### config.mk
export PLATFORM = sky130hd
export DESIGN_NAME = isa_hp_bridge
export DESIGN_NICKNAME = d
export VERILOG_FILES = /design/src/rtl/isa_hp_pkg.sv /design/src/rtl/isa_hp_sync.sv /design/src/rtl/isa_hp_decode.sv /design/src/rtl/isa_hp_seq.sv /design/src/rtl/isa_hp_rstlatch.sv /design/src/rtl/isa_hp_bridge.sv
export SDC_FILE = /design/constraint.sdc
export NUM_CORES = 1
export LEC_CHECK = 0
export ABC_AREA = 1
export BUFFER_PORTS_ARGS = -buffer_cell sky130_fd_sc_hd__buf_2
export CAP_MARGIN = 5
export CORE_AREA = 4 4 56 58
export DETAILED_ROUTE_END_ITERATION = 7
export DIE_AREA = 0 0 60 62
export HOLD_SLACK_MARGIN = 0.08
export PLACE_DENSITY = 0.68
export SLEW_MARGIN = 20
export SYNTH_ARGS = -nofsm -noshare
export SYNTH_HDL_FRONTEND = slang
export SYNTH_SLANG_ARGS = --single-unit
### constraint.sdc
create_clock -name clk -period 0.8 [get_ports clk]
set_input_delay 0.12 -clock clk [delete_from_list [all_inputs] [get_ports clk]]
set_output_delay 0.12 -clock clk [all_outputs]
set_load 0.01 [all_outputs]
### src/rtl/isa_hp_pkg.sv
package isa_hp_pkg;

  // Host-port register select; encoding is decoded by the DSP port.
  typedef enum logic [1:0] {
    HP_SEL_CTRL = 2'b00,
    HP_SEL_RSVD = 2'b01,
    HP_SEL_ADDR = 2'b10,
    HP_SEL_DATA = 2'b11
  } hp_sel_e;

  typedef enum logic [1:0] {
    SQ_IDLE,
    SQ_SETUP,
    SQ_STROBE,
    SQ_HOLD
  } sq_state_e;

  typedef struct packed {
    logic [1:0] sel;
    logic       half;
  } hp_ctl_t;

endpackage

### src/rtl/isa_hp_sync.sv
module isa_hp_sync #(
  parameter int STAGES = 2
) (
  input  logic clk,
  input  logic rst_n,
  input  logic iow_n_i,
  output logic wr_edge_o
);

  // chain[0..STAGES-1] synchronize, chain[STAGES] keeps the prior value
  logic [STAGES:0] chain;

  for (genvar i = 0; i <= STAGES; i++) begin : g_stage
    if (i == 0) begin : g_first
      always_ff @(posedge clk or negedge rst_n) begin
        if (!rst_n) chain[i] <= 1'b1;
        else        chain[i] <= iow_n_i;
      end
    end else begin : g_next
      always_ff @(posedge clk or negedge rst_n) begin
        if (!rst_n) chain[i] <= 1'b1;
        else        chain[i] <= chain[i-1];
      end
    end
  end

  assign wr_edge_o = !chain[STAGES-1] && chain[STAGES];

  AST_EDGE_SINGLE: assert property (@(posedge clk) disable iff (!rst_n)
    wr_edge_o |=> !wr_edge_o);

endmodule

### src/rtl/isa_hp_decode.sv
module isa_hp_decode
  import isa_hp_pkg::*;
#(
  parameter int            AW       = 10,
  parameter logic [AW-1:0] WIN_BASE = 10'h230,
  parameter logic [AW-1:0] RST_PORT = 10'h240
) (
  input  logic [AW-1:0] addr_i,
  input  logic          aen_i,
  output logic          hit_hp_o,
  output logic          hit_rst_o,
  output hp_ctl_t       ctl_o
);

  localparam int LOW_BITS = 3;

  logic in_window;
  logic rsvd_slot;

  always_comb begin
    in_window = (addr_i[AW-1:LOW_BITS] == WIN_BASE[AW-1:LOW_BITS]);
    rsvd_slot = (addr_i[2:1] == HP_SEL_RSVD);
    hit_hp_o  = !aen_i && in_window && !rsvd_slot;
    hit_rst_o = !aen_i && (addr_i == RST_PORT);
    ctl_o.sel  = addr_i[2:1];
    ctl_o.half = addr_i[0];
  end

endmodule

### src/rtl/isa_hp_seq.sv
module isa_hp_seq
  import isa_hp_pkg::*;
#(
  parameter int DW          = 8,
  parameter int SETUP_CLKS  = 1,
  parameter int STROBE_CLKS = 2,
  parameter int HOLD_CLKS   = 1
) (
  input  logic          clk,
  input  logic          rst_n,
  input  logic          start_i,
  input  hp_ctl_t       ctl_i,
  input  logic [DW-1:0] data_i,
  output hp_ctl_t       ctl_o,
  output logic [DW-1:0] data_o,
  output logic          strobe_n_o,
  output logic          busy_o
);

  localparam int MAXC1 = (SETUP_CLKS > STROBE_CLKS) ? SETUP_CLKS : STROBE_CLKS;
  localparam int MAXC  = (MAXC1 > HOLD_CLKS) ? MAXC1 : HOLD_CLKS;
  localparam int CW    = $clog2(MAXC + 1);

  sq_state_e     state_q, state_d;
  logic [CW-1:0] cnt_q, cnt_d;
  hp_ctl_t       ctl_q;
  logic [DW-1:0] data_q;
  logic          strobe_n_q;
  logic          load;

  // next-state logic
  always_comb begin
    state_d = state_q;
    cnt_d   = cnt_q;
    load    = 1'b0;
    case (state_q)
      SQ_IDLE: begin
        if (start_i) begin
          load    = 1'b1;
          state_d = SQ_SETUP;
          cnt_d   = CW'(SETUP_CLKS - 1);
        end
      end
      SQ_SETUP: begin
        if (cnt_q == '0) begin
          state_d = SQ_STROBE;
          cnt_d   = CW'(STROBE_CLKS - 1);
        end else begin
          cnt_d = cnt_q - 1'b1;
        end
      end
      SQ_STROBE: begin
        if (cnt_q == '0) begin
          state_d = SQ_HOLD;
          cnt_d   = CW'(HOLD_CLKS - 1);
        end else begin
          cnt_d = cnt_q - 1'b1;
        end
      end
      SQ_HOLD: begin
        if (cnt_q == '0) state_d = SQ_IDLE;
        else             cnt_d   = cnt_q - 1'b1;
      end
      default: state_d = SQ_IDLE;
    endcase
  end

  // state and strobe registers
  always_ff @(posedge clk or negedge rst_n) begin
    if (!rst_n) begin
      state_q    <= SQ_IDLE;
      cnt_q      <= '0;
      strobe_n_q <= 1'b1;
    end else begin
      state_q    <= state_d;
      cnt_q      <= cnt_d;
      strobe_n_q <= (state_d != SQ_STROBE);
    end
  end

  // captured controls, loaded only on acceptance
  always_ff @(posedge clk or negedge rst_n) begin
    if (!rst_n) begin
      ctl_q  <= '0;
      data_q <= '0;
    end else if (load) begin
      ctl_q  <= ctl_i;
      data_q <= data_i;
    end
  end

  assign ctl_o      = ctl_q;
  assign data_o     = data_q;
  assign strobe_n_o = strobe_n_q;
  assign busy_o     = (state_q != SQ_IDLE);

  // width counter for the strobe-width check
  logic [CW-1:0] low_run;
  always_ff @(posedge clk or negedge rst_n) begin
    if (!rst_n)          low_run <= '0;
    else if (!strobe_n_q) low_run <= low_run + 1'b1;
    else                 low_run <= '0;
  end

  AST_CTL_SETUP: assert property (@(posedge clk) disable iff (!rst_n)
    $fell(strobe_n_o) |-> ($stable(ctl_o) && $stable(data_o)));

  AST_CTL_HOLD: assert property (@(posedge clk) disable iff (!rst_n)
    $rose(strobe_n_o) |=> ($stable(ctl_o) && $stable(data_o)));

  AST_STROBE_WIDTH: assert property (@(posedge clk) disable iff (!rst_n)
    $rose(strobe_n_o) |-> (low_run == CW'(STROBE_CLKS)));

  AST_NO_RELOAD_BUSY: assert property (@(posedge clk) disable iff (!rst_n)
    busy_o |=> ($stable(ctl_o) || $past(state_q) == SQ_HOLD));

endmodule

### src/rtl/isa_hp_rstlatch.sv
module isa_hp_rstlatch (
  input  logic clk,
  input  logic rst_n,
  input  logic wr_en_i,
  input  logic wr_bit_i,
  output logic dsp_rst_n_o
);

  logic hold_q, hold_d;

  always_comb begin
    hold_d = hold_q;
    if (wr_en_i) hold_d = wr_bit_i;
  end

  always_ff @(posedge clk or negedge rst_n) begin
    if (!rst_n) hold_q <= 1'b0;
    else        hold_q <= hold_d;
  end

  assign dsp_rst_n_o = hold_q;

  AST_LATCH_KEEP: assert property (@(posedge clk) disable iff (!rst_n)
    !wr_en_i |=> $stable(dsp_rst_n_o));

endmodule

### src/rtl/isa_hp_bridge.sv
module isa_hp_bridge
  import isa_hp_pkg::*;
#(
  parameter int            AW          = 10,
  parameter int            DW          = 8,
  parameter int            SYNC_STAGES = 2,
  parameter int            SETUP_CLKS  = 1,
  parameter int            STROBE_CLKS = 2,
  parameter int            HOLD_CLKS   = 1,
  parameter logic [AW-1:0] WIN_BASE    = 10'h230,
  parameter logic [AW-1:0] RST_PORT    = 10'h240
) (
  input  logic          clk,
  input  logic          rst_n,
  input  logic [AW-1:0] isa_addr_i,
  input  logic [DW-1:0] isa_data_i,
  input  logic          isa_iow_n_i,
  input  logic          isa_aen_i,
  output logic [DW-1:0] hp_data_o,
  output logic [1:0]    hp_regsel_o,
  output logic          hp_half_o,
  output logic          hp_rw_o,
  output logic          hp_as_n_o,
  output logic          hp_cs_n_o,
  output logic          hp_strobe_n_o,
  output logic          hp_strobe_alt_n_o,
  output logic          dsp_rst_n_o
);

  // reset: asserted asynchronously, released on a clock edge
  logic [1:0] rst_pipe;
  logic       rst_int_n;
  always_ff @(posedge clk or negedge rst_n) begin
    if (!rst_n) rst_pipe <= 2'b00;
    else        rst_pipe <= {rst_pipe[0], 1'b1};
  end
  assign rst_int_n = rst_pipe[1];

  logic    wr_edge;
  logic    hit_hp, hit_rst;
  hp_ctl_t dec_ctl, seq_ctl;
  logic    busy;
  logic    start;

  isa_hp_sync #(.STAGES(SYNC_STAGES)) u_sync (
    .clk      (clk),
    .rst_n    (rst_int_n),
    .iow_n_i  (isa_iow_n_i),
    .wr_edge_o(wr_edge)
  );

  isa_hp_decode #(.AW(AW), .WIN_BASE(WIN_BASE), .RST_PORT(RST_PORT)) u_decode (
    .addr_i   (isa_addr_i),
    .aen_i    (isa_aen_i),
    .hit_hp_o (hit_hp),
    .hit_rst_o(hit_rst),
    .ctl_o    (dec_ctl)
  );

  assign start = wr_edge && hit_hp && !busy;

  isa_hp_seq #(
    .DW(DW), .SETUP_CLKS(SETUP_CLKS), .STROBE_CLKS(STROBE_CLKS), .HOLD_CLKS(HOLD_CLKS)
  ) u_seq (
    .clk       (clk),
    .rst_n     (rst_int_n),
    .start_i   (start),
    .ctl_i     (dec_ctl),
    .data_i    (isa_data_i),
    .ctl_o     (seq_ctl),
    .data_o    (hp_data_o),
    .strobe_n_o(hp_strobe_n_o),
    .busy_o    (busy)
  );

  isa_hp_rstlatch u_rstlatch (
    .clk        (clk),
    .rst_n      (rst_int_n),
    .wr_en_i    (wr_edge && hit_rst),
    .wr_bit_i   (isa_data_i[0]),
    .dsp_rst_n_o(dsp_rst_n_o)
  );

  assign hp_regsel_o       = seq_ctl.sel;
  assign hp_half_o         = seq_ctl.half;
  assign hp_rw_o           = 1'b0;
  assign hp_as_n_o         = 1'b1;
  assign hp_cs_n_o         = 1'b0;
  assign hp_strobe_alt_n_o = 1'b1;

  AST_DMA_NO_LATCH: assert property (@(posedge clk) disable iff (!rst_int_n)
    (wr_edge && isa_aen_i) |=> $stable(dsp_rst_n_o));

  AST_RST_PORT_BIT: assert property (@(posedge clk) disable iff (!rst_int_n)
    (wr_edge && hit_rst) |=> (dsp_rst_n_o == $past(isa_data_i[0])));

  AST_STROBE_NOT_RSVD: assert property (@(posedge clk) disable iff (!rst_int_n)
    !hp_strobe_n_o |-> (hp_regsel_o != HP_SEL_RSVD));

endmodule

==> flow_metrics.tcl <==
set metrics [dict create \
    status "finished with violations" \
    violations "setup timing" \
    vias_per_cell 4.37 \
    r2r-end "u_seq.cnt_q[1]" \
    netlist.area_leader.share_pct 41.0 \
    critPathCapture "u_seq.cnt_q[1]" \
    cts_tree "yes" \
    async_flop_share_pct 100 \
    yosysTopAreaCell "dfrtp_1" \
    clk_latency_ns 0.30 \
    reg2reg_from "u_sync.chain[2]" \
    cts_buffers 3 \
    port_buffers 34 \
    fin_worst_skew_ns 0.000304 \
    crit_arrival_ns 1.43 \
    drc_errors 0 \
    total_power_w 0.00348 \
    clkSinkCount 22 \
    hold_violations 0 \
    drt-total-wl_um 2240 \
    cts_root_buffer "clkbuf_4" \
    cp-end-kind "register" \
    cts_buffer_depth 2 \
    vdd_drop_max_mv 1.67 \
    postRouteAntennaNets 0 \
    synth_edf_count 0 \
    clk_pin_slew_ns 0.12 \
    grt_setup_unrepaired "yes" \
    row_count 19 \
    synth_cell_types 19 \
    start_util_pct 41.3 \
    synth_common_cells "nand2_1 (20), dfrtp_1 (18), inv_1 (17), o21ai_2 (11), nand3_1 (10)" \
    gr-usage-met2_pct 24.1 \
    syn2layout_area_growth_pct 58.1 \
    overflow 0 \
    fin_crit_sh_pct 153 \
    syn_area_per_cell_um2 9.39 \
    use_met1_pct 15.0 \
    rr_worst_depth 8 \
    wire_per_inst_um 10.0 \
    grt_pass1_wl_um 3710 \
    core_area_um2 2660 \
    worst_slack_ns -0.426 \
    yosys.cell_count.top_type "nand2_1" \
    die_h_um 62 \
    startpoint "u_sync.chain[2]" \
    synth_cells 117 \
    grt_pass1_vias 943 \
    postLayoutCoreUtil_pct 65.2 \
    n_antenna_cell 0 \
    dieWidth_um 60 \
    yosys_warnings 0 \
    grt_max_degree 21 \
    maxCapViolations 0 \
    r2r_setup_slack_ns -0.43 \
    setup_viol 30 \
    hp-class "in -> async" \
    path_class "reg -> reg" \
    track_usage_pct 13.3 \
    crit_fanout 3 \
    grt.met3_usage_pct 2.89 \
    synthTopCellsByArea "dfrtp_1 (41%), dfstp_2 (9.6%), o21ai_2 (8.8%)" \
    clock.fmax_ghz 0.815 \
    synth-seq-area-share_pct 50.6 \
    ys_ff_latch 22 \
    multi_input_area_um2 483 \
    busiest_layer "met2" \
    post-place-ws_ns -0.410 \
    fillCellCount 225 \
    layout_min_cycle_time_ns 1.23 \
    power_density_nw_per_um2 2000 \
    drive_above_1_share_pct 60.1 \
    synth_flop_cell "dfrtp_1" \
    fp.dieArea_um2 3720 \
    startpoint_type "register" \
    seqCellArea_um2 556 \
    fin_nets 219 \
    required_ns 1.01 \
    leakagePower_nw 0.934 \
    dp_hpwl_um 1650 \
    drt_iter0_drc 11 \
    mappedNetlistArea_um2 1100 \
    gp_congestion 0.729 \
    ios 39 \
    vias 979 \
    slew_violations 0 \
    instances_no_fill 224 \
    firstDrtPassIters 2 \
    htreeDepth 1 \
    antenna_found_initial 0 \
    dp.cells 195 \
]
-- layout make-up --
| class | instances | area share [%] |
|---|---|---|
| clock buffer | 4 | 2.09 |
| inverter | 20 | 4.32 |
| multi-input combinational | 72 | 27.8 |
| sequential | 22 | 32.0 |
| tap | 31 | 2.23 |
| timing repair buffer | 75 | 31.6 |
-- worst min path at each step --
| stage | slack [ns] | end | start |
|---|---|---|---|
| floorplan | -0.18 | rst_pipe[0] | rst_n |
| global placement | -0.09 | rst_pipe[0] | rst_n |
| detailed placement | -0.09 | rst_pipe[0] | rst_n |
| CTS | 0.1 | rst_pipe[0] | rst_n |
| global route | 0.09 | rst_pipe[1] | rst_n |
| finish | 0.11 | rst_pipe[1] | rst_n |
-- where the power goes --
| group | switching, W | internal [W] | total (W) |
|---|---|---|---|
| registers | 0.0000879 | 0.00127 | 0.00136 |
| clock network | 0.000319 | 0.000277 | 0.000596 |
| logic | 0.000764 | 0.000758 | 0.00152 |
| total | 0.00117 | 0.00231 | 0.00348 |
-- cell families (layout without fill, tap and decap cells) --
| kind of cell | count (synthesis) | in the layout | synth area share, % |
|---|---|---|---|
| adders and majority gates | 3 | 3 | 3.42 |
| DFF | 22 | 22 | 50.6 |
| other | 2 | 5 | 0.684 |
| and+or+nand+nor | 47 | 47 | 22.2 |
| AOI/OAI and AO/OA | 17 | 17 | 11.5 |
| buffers and inverters | 26 | 99 | 11.6 |
-- cells in the final DEF (no fill, tap or decap) --
| cell | count |
|---|---|
| o21ai_4 | 1 |
| nand2_1 | 14 |
| dfstp_2 | 4 |
| nand3_4 | 1 |
| inv_1 | 13 |
| nor2_2 | 1 |
| buf_2 | 32 |
| nor2_1 | 3 |
| nand3_2 | 2 |
| ha_1 | 2 |
| buf_12 | 2 |
| dfrtp_1 | 18 |
| nor3_1 | 1 |
| o21ai_2 | 13 |
| o21ai_0 | 2 |
| inv_2 | 7 |
| dlygate4sd3_1 | 10 |
| conb_1 | 5 |
| clkbuf_4 | 3 |
| nand2_2 | 15 |
| buf_6 | 4 |
| nand3_1 | 8 |
| nor2_4 | 2 |
| buf_4 | 27 |
| a21oi_1 | 1 |
| clkbuf_8 | 1 |
| ha_4 | 1 |
-- flip-flops by register name, indices dropped and copies added (netlist names) --
signal / flops
u_seq.ctl_o: 3
u_sync.chain: 3
u_seq.cnt_q: 2
rst_pipe: 2
u_rstlatch.dsp_rst_n_o: 1
u_seq.strobe_n_o: 1
u_seq.state_q: 2
u_seq.data_o: 8
-- metrics by stage --
step / hold slack (ns) / cell area (µm²) / TNS (ns)
2_1_floorplan: -0.176 / 1140 / -5.02
3_3_place_gp: -0.0943 / 1440 / -5.64
3_5_place_dp: -0.0908 / 1440 / -6.18
4_1_cts: 0.0960 / 1650 / -8.74
5_1_grt: 0.0914 / 1740 / -10.29
6_report: 0.109 / 1740 / -8.90
-- layer usage --
metal,wire [µm],part of all wire (%)
met5,0,0
met4,7,0.31
met3,116,5.2
met2,1240,55
met1,879,39
-- critical path: stages (launching register included) --
cell and delay, ns:
dfstp_2 0.55, nand2_2 0.07, nor2_4 0.12, buf_4 0.12
nand2_2 0.04, nand2_2 0.07, nand2_2 0.06, nand2_1 0.06
nand2_1 0.04
-- what timing repair did --
item	4_1_cts	5_1_grt
hold buffers	10	0
pin swaps	2	4
buffers inserted	7	8
gates resized for setup	7	7
hold endpoints to repair	11	0
setup endpoints to repair	30	30
(Power assumes the default switching activity.)
